[src/rtl/pgmap_pkg.sv]
package pgmap_pkg;
  // Default geometry of the mapper
  localparam int unsigned PG_ADDR_W    = 16;
  localparam int unsigned PG_SEL_W     = 4;
  localparam int unsigned PG_FRAME_W   = 8;
  localparam int unsigned PG_CE_W      = 8;
  localparam int unsigned PG_WAIT_W    = 4;
  localparam int unsigned PG_INT_CE    = 0;

  typedef enum logic {
    ST_IDLE  = 1'b0,
    ST_STALL = 1'b1
  } stall_state_e;
endpackage

[src/rtl/pgmap_regfile.sv]
module pgmap_regfile #(
  parameter int unsigned SEL_W   = pgmap_pkg::PG_SEL_W,
  parameter int unsigned FRAME_W = pgmap_pkg::PG_FRAME_W,
  parameter int unsigned CE_W    = pgmap_pkg::PG_CE_W,
  parameter int unsigned WAIT_W  = pgmap_pkg::PG_WAIT_W,
  parameter int unsigned INT_CE  = pgmap_pkg::PG_INT_CE,
  localparam int unsigned PAGES  = 1 << SEL_W,
  localparam int unsigned DESC_W = WAIT_W + CE_W + FRAME_W
) (
  input  logic                         clk,
  input  logic                         rst_n,
  input  logic                         wr_en,
  input  logic [SEL_W-1:0]             wr_page,
  input  logic [DESC_W-1:0]            wr_data,
  output logic [PAGES-1:0][DESC_W-1:0] desc_q
);
  localparam logic [CE_W-1:0] CE_RST = CE_W'(1) << INT_CE;

  for (genvar g = 0; g < PAGES; g++) begin : g_page
    localparam logic [DESC_W-1:0] RST_VAL = {{WAIT_W{1'b0}}, CE_RST, FRAME_W'(g)};
    logic [DESC_W-1:0] q;

    always_ff @(posedge clk) begin
      if (!rst_n) begin
        q <= RST_VAL;
      end else if (wr_en && (wr_page == SEL_W'(g))) begin
        q <= wr_data;
      end
    end

    assign desc_q[g] = q;
  end
endmodule

[src/rtl/pgmap_lookup.sv]
module pgmap_lookup #(
  parameter int unsigned SEL_W   = pgmap_pkg::PG_SEL_W,
  parameter int unsigned FRAME_W = pgmap_pkg::PG_FRAME_W,
  parameter int unsigned CE_W    = pgmap_pkg::PG_CE_W,
  parameter int unsigned WAIT_W  = pgmap_pkg::PG_WAIT_W,
  localparam int unsigned PAGES  = 1 << SEL_W,
  localparam int unsigned DESC_W = WAIT_W + CE_W + FRAME_W
) (
  input  logic [PAGES-1:0][DESC_W-1:0] desc_q,
  input  logic [SEL_W-1:0]             page,
  output logic [FRAME_W-1:0]           frame,
  output logic [CE_W-1:0]              ce,
  output logic [WAIT_W-1:0]            wait_cnt
);
  logic [DESC_W-1:0] sel;

  // Single mux level indexed by the page number
  always_comb begin
    sel      = desc_q[page];
    frame    = sel[FRAME_W-1:0];
    ce       = sel[FRAME_W +: CE_W];
    wait_cnt = sel[FRAME_W+CE_W +: WAIT_W];
  end
endmodule

[src/rtl/pgmap_waitgen.sv]
module pgmap_waitgen #(
  parameter int unsigned FRAME_W = pgmap_pkg::PG_FRAME_W,
  parameter int unsigned CE_W    = pgmap_pkg::PG_CE_W,
  parameter int unsigned WAIT_W  = pgmap_pkg::PG_WAIT_W
) (
  input  logic               clk,
  input  logic               rst_n,
  input  logic               req_valid,
  input  logic [FRAME_W-1:0] live_frame,
  input  logic [CE_W-1:0]    live_ce,
  input  logic [WAIT_W-1:0]  live_wait,
  output logic               ready,
  output logic [FRAME_W-1:0] use_frame,
  output logic [CE_W-1:0]    use_ce
);
  import pgmap_pkg::*;

  stall_state_e       state_q;
  logic [WAIT_W-1:0]  cnt_q;
  logic [FRAME_W-1:0] snap_frame_q;
  logic [CE_W-1:0]    snap_ce_q;

  always_comb begin
    if (state_q == ST_IDLE) begin
      use_frame = live_frame;
      use_ce    = live_ce;
      ready     = req_valid && (live_wait == '0);
    end else begin
      use_frame = snap_frame_q;
      use_ce    = snap_ce_q;
      ready     = req_valid && (cnt_q == '0);
    end
  end

  always_ff @(posedge clk) begin
    if (!rst_n) begin
      state_q      <= ST_IDLE;
      cnt_q        <= '0;
      snap_frame_q <= '0;
      snap_ce_q    <= '0;
    end else begin
      case (state_q)
        ST_IDLE: begin
          if (req_valid && (live_wait != '0)) begin
            state_q      <= ST_STALL;
            cnt_q        <= live_wait - 1'b1;
            snap_frame_q <= live_frame;
            snap_ce_q    <= live_ce;
          end
        end
        default: begin
          if (!req_valid || (cnt_q == '0)) begin
            state_q <= ST_IDLE;
          end else begin
            cnt_q <= cnt_q - 1'b1;
          end
        end
      endcase
    end
  end
endmodule

[src/rtl/pgmap_mmu.sv]
module pgmap_mmu #(
  parameter int unsigned ADDR_W  = pgmap_pkg::PG_ADDR_W,
  parameter int unsigned SEL_W   = pgmap_pkg::PG_SEL_W,
  parameter int unsigned FRAME_W = pgmap_pkg::PG_FRAME_W,
  parameter int unsigned CE_W    = pgmap_pkg::PG_CE_W,
  parameter int unsigned WAIT_W  = pgmap_pkg::PG_WAIT_W,
  parameter int unsigned INT_CE  = pgmap_pkg::PG_INT_CE,
  localparam int unsigned OFFS_W = ADDR_W - SEL_W,
  localparam int unsigned PHYS_W = FRAME_W + OFFS_W,
  localparam int unsigned PAGES  = 1 << SEL_W,
  localparam int unsigned DESC_W = WAIT_W + CE_W + FRAME_W
) (
  input  logic              clk,
  input  logic              rst_n,
  input  logic              req_valid,
  input  logic [ADDR_W-1:0] req_addr,
  output logic              req_ready,
  input  logic              cfg_we,
  input  logic [SEL_W-1:0]  cfg_page,
  input  logic [DESC_W-1:0] cfg_data,
  output logic [PHYS_W-1:0] phys_addr,
  output logic [CE_W-1:0]   chip_en,
  output logic              int_sel
);
  logic [PAGES-1:0][DESC_W-1:0] desc_q;
  logic [SEL_W-1:0]   page;
  logic [OFFS_W-1:0]  offset;
  logic [FRAME_W-1:0] live_frame, use_frame;
  logic [CE_W-1:0]    live_ce, use_ce;
  logic [WAIT_W-1:0]  live_wait;

  assign page   = req_addr[ADDR_W-1 -: SEL_W];
  assign offset = req_addr[OFFS_W-1:0];

  pgmap_regfile #(
    .SEL_W(SEL_W), .FRAME_W(FRAME_W), .CE_W(CE_W),
    .WAIT_W(WAIT_W), .INT_CE(INT_CE)
  ) u_regs (
    .clk(clk), .rst_n(rst_n), .wr_en(cfg_we), .wr_page(cfg_page),
    .wr_data(cfg_data), .desc_q(desc_q)
  );

  pgmap_lookup #(
    .SEL_W(SEL_W), .FRAME_W(FRAME_W), .CE_W(CE_W), .WAIT_W(WAIT_W)
  ) u_lookup (
    .desc_q(desc_q), .page(page), .frame(live_frame),
    .ce(live_ce), .wait_cnt(live_wait)
  );

  pgmap_waitgen #(
    .FRAME_W(FRAME_W), .CE_W(CE_W), .WAIT_W(WAIT_W)
  ) u_wait (
    .clk(clk), .rst_n(rst_n), .req_valid(req_valid),
    .live_frame(live_frame), .live_ce(live_ce), .live_wait(live_wait),
    .ready(req_ready), .use_frame(use_frame), .use_ce(use_ce)
  );

  assign phys_addr = {use_frame, offset};
  assign chip_en   = req_valid ? use_ce : '0;
  assign int_sel   = chip_en[INT_CE];
endmodule

[config.mk]
export PLATFORM = sky130hd
export DESIGN_NAME = pgmap_mmu
export DESIGN_NICKNAME = d
export VERILOG_FILES = /design/src/rtl/pgmap_pkg.sv /design/src/rtl/pgmap_regfile.sv /design/src/rtl/pgmap_lookup.sv /design/src/rtl/pgmap_waitgen.sv /design/src/rtl/pgmap_mmu.sv
export SDC_FILE = /design/constraint.sdc
export NUM_CORES = 1
export LEC_CHECK = 0
export BUFFER_PORTS_ARGS = -buffer_cell sky130_fd_sc_hd__buf_2
export CELL_PAD_IN_SITES_DETAIL_PLACEMENT = 1
export CELL_PAD_IN_SITES_GLOBAL_PLACEMENT = 2
export CORE_MARGIN = 4
export CORE_UTILIZATION = 34
export CTS_BUF_LIST = sky130_fd_sc_hd__clkbuf_4 sky130_fd_sc_hd__clkbuf_8 sky130_fd_sc_hd__clkbuf_16
export CTS_CLUSTER_SIZE = 28
export DETAILED_ROUTE_END_ITERATION = 6
export PLACE_DENSITY_LB_ADDON = 0.1
export SLEW_MARGIN = 20
export SYNTH_ARGS = -nofsm -noshare
export SYNTH_HDL_FRONTEND = slang
export SYNTH_SLANG_ARGS = --single-unit
[constraint.sdc]
create_clock -name clk -period 2.2 [get_ports clk]
set_input_delay 0 -clock clk [delete_from_list [all_inputs] [get_ports clk]]
set_output_delay 0 -clock clk [all_outputs]
set_load 0.03 [all_outputs]
==> results.md <==
- H-tree depth: 2
- Post-synth EDFFs: 0
- Fin crit share: 1.256
- All-Layer GR Usage: 0.2403
- DIE WIDTH: between 200 and 250 microns
- Top cells by count, synth: nand2_1, dfxtp_1, a21oi_1, clkbuf_1, mux4_2
- Final ANT Viol Nets: 0
- Tmin final: ~2.8 ns
- Worst slew pin tran: roughly 0.88 ns
- R2R Setup Slk: -0.42 ns
- Reg-to-reg critical path endpoint: u_wait.snap_ce_q[4]$_SDFFE_PN0P_
- Later-pin clock latency in the skew report: 0.56 ns
- Dpl ws: -0.2589 ns
- Synthesized area per cell: about 8.4 sq um
- Pin count of the biggest net entering global routing: 78
- Multi-input logic area: 7457 sq um
- N_diodes: 0
- Vias in the first global route: approximately 13,000
- CP endpoint kind: output port
- DR DRC count: 0
- Via Count: approximately 13,000
- Skew final: between 0.015 and 0.02 ns
- Initial antenna violation count: 0
- Share of synthesized registers carrying an async set or reset: 0
- CTS tree: done
- Post-DP HPWL: 34,140 microns
- Die height: roughly 220 microns
- Hold Path Origin: req_addr[4]
- Worst setup SP type: flip-flop
- PortBufs: 49
- Setup TNS: -8.268 ns
- FF+latch count, synth: roughly 340
- Status: finished with violations
- Total wire length: about 57,000 microns
- Mapped cell area: around 15,000 sq um
- Switching share of power: 0.2475
- Post-detailed-route wirelength per cell: around 24 microns
- Cell-internal power: ~11 mW
- Worst path arrival time: around 2.8 ns
- Placeable Area: ~43,000 sq um
- Worst slew margin: 0.4113
- RSZ-0062 raised after global routing: true
- Power Dens Cells: around 800 nW/um^2
- Syn Inst Count: ~1,800
- Initial Util: 0.3453
- Power, Total: 14.49 mW
- P&R area growth vs syn: 20.37%
- FILL cells: ~5,000
- Failing checks: setup timing
- Crit path max fanout: 2
- Max Cap Viol: 0
- Max Slew Vio Count: 0
- Reg2reg start: u_regs.g_page[3].q[17]$_SDFFE_PN0P_
- Main synth FF type: dfxtp_1
- Die area: approximately 47,000 sq um
- Comb power frac: 0.086
- Synth cell types: between 40 and 50
- GRT overflow: 0
- Fmax achieved: ~360 MHz
- Leak pwr: 6.348 nW
- Row count: 76
- Hold Worst Slack: around 0.000011 ns
- CTS Sinks: approximately 340
- Vias per cell: approximately 5.3
- Layout cells sized above 1: 0.2199
- Net count, final: approximately 1,900
- Reg2Reg Depth: 11
- Peak supply drop: roughly 0.00042 V
- Critical path class: reg -> out
- Sw Pwr: between 3 and 4 mW
- Clk slew on worst S/H paths: 0.06 ns
- DR pass1 iterations: 4
- Synth area leaders: dfxtp_1, nand2_1, mux4_2
- Setup WS post-layout: -0.5629 ns
- Hold path depth: 0
- TritonCTS Buffers: 41
- Sequential fraction of the synthesis area: 0.4569
- Final hold vios: 0
- Net Count, Synth: 1,831
- GP Congestion: 0.7656
- Data required, critical path: approximately 2.2 ns
- Hold endpoint: phys_addr[4]
- Register share of total power: 0.437
- Clock Tree Root: clkbuf_16
- Total I/O pin count: between 70 and 80
- Clk pwr share: 0.477
- First-pass GRT wire length: about 86,000 microns
- Final setup viols: 31
- Leading area contributor after synthesis: dfxtp_1
- Register Area: approximately 6900 sq um
- Top-count cell post-synth: nand2_1
- Ys Warns: 0
- Yosys top cell area share: 0.4569
- Bufs on Longest Clock Path: 3
- Starting DRT DRC Count: roughly 850
- Hold crit path type: in -> out
[cell families after synthesis]
group           after synthesis  synth area share
flops                       341            0.4569
fa+ha+maj                     1         0.0008373
compound gates              325            0.1150
simple gates                815            0.2154
buf+inv                     194           0.05661
mux                         110            0.1553
[how the worst max path moves through the flow]
| stage | start | end | depth (start not counted) |
|---|---|---|---|
| 3_5_place_dp | req_addr[12] | u_wait.snap_ce_q[1]$_SDFFE_PN0P_ | 9 |
| 3_3_place_gp | req_addr[12] | u_wait.snap_frame_q[5]$_SDFFE_PN0P_ | 9 |
| 6_report | u_regs.g_page[3].q[17]$_SDFFE_PN0P_ | req_ready | 7 |
| 4_1_cts | u_regs.g_page[3].q[17]$_SDFFE_PN0P_ | req_ready | 7 |
| 2_1_floorplan | u_regs.g_page[5].q[17]$_SDFFE_PN0P_ | u_wait.snap_ce_q[0]$_SDFFE_PN0P_ | 8 |
| 5_1_grt | u_regs.g_page[3].q[17]$_SDFFE_PN0P_ | req_ready | 7 |
[power by group through the flow]
stage / registers, mW / clock network, mW / logic, mW
2_1_floorplan: 6.45 / 0 / 0.742
3_3_place_gp: 6.46 / 0 / 1.08
3_5_place_dp: 6.46 / 0 / 1.10
4_1_cts: 6.33 / 7.07 / 1.22
5_1_grt: 6.34 / 7.33 / 1.34
6_report: 6.33 / 6.91 / 1.24
[area by class of cell]
cell class	instances	area share
clock inverter	7	0.003757
inverter	2	0.0008348
timing repair buffer	174	0.08655
multi-input combinational	1251	0.4146
clock buffer	67	0.07242
sequential	341	0.3811
tap	585	0.04070
[flip-flops by register name (all words and copies together) (netlist names)]
name and cells:
u_wait.snap_frame_q 8, u_regs.g_page.q 320, u_wait.cnt_q 4, u_wait.snap_ce_q 8
u_wait.state_q 1
[worst max-delay path: stages, from the launching register on]
cell and delay (ns):
dfxtp_2 0.32, mux4_2 0.46, mux2_4 0.29, or3b_4 0.39
a211o_4 0.34, o21ai_2 0.14, and2_4 0.16, buf_6 0.12
[layout by cell type (no fill, tap or decap), types with 3 or more instances in the layout]
cell type,count
dfxtp_2,22
clkinv_2,4
a21boi_1,3
dlygate4sd3_1,23
clkbuf_8,13
nand2_2,17
mux4_2,94
buf_2,29
a21oi_1,288
buf_4,88
clkbuf_16,42
nor3_2,4
o21ai_2,10
nand3b_1,3
mux2i_1,11
a21boi_2,5
nand3_1,69
nor2_1,5
o21ai_1,6
buf_12,10
nor2b_1,3
nor2_2,13
buf_6,20
nand2_1,687
dfxtp_1,319
clkbuf_4,13
[per-layer routing]
layer | vias up | global-route usage | wire length, microns
met5 | - | 0 | 0
met4 | 0 | 0.04516 | 873
met3 | 68 | 0.04528 | 3094
met2 | 286 | 0.3933 | 26940
met1 | 6561 | 0.3359 | 26440
li1 | 6022 | - | -
[repair_timing]
item                       in CTS  in global routing
setup endpoints to repair      38                 39
setup buffers                  13                  8
hold endpoints to repair      339                  0
hold buffers                   23                  0
resized for setup              63                 67
gates cloned                    1                  1
pin swaps                      49                 33
[per-stage QoR]
stage               instances  cell area (sq um)  utilization
finish                   2427              17980       0.4157
detailed placement       2312              15880       0.3671
CTS                      2421              17770       0.4106
global route             2427              17980       0.4157
global placement         2312              15880       0.3671
floorplan                1786              14950            -
Note: power is estimated with default switching activity, not from simulation.
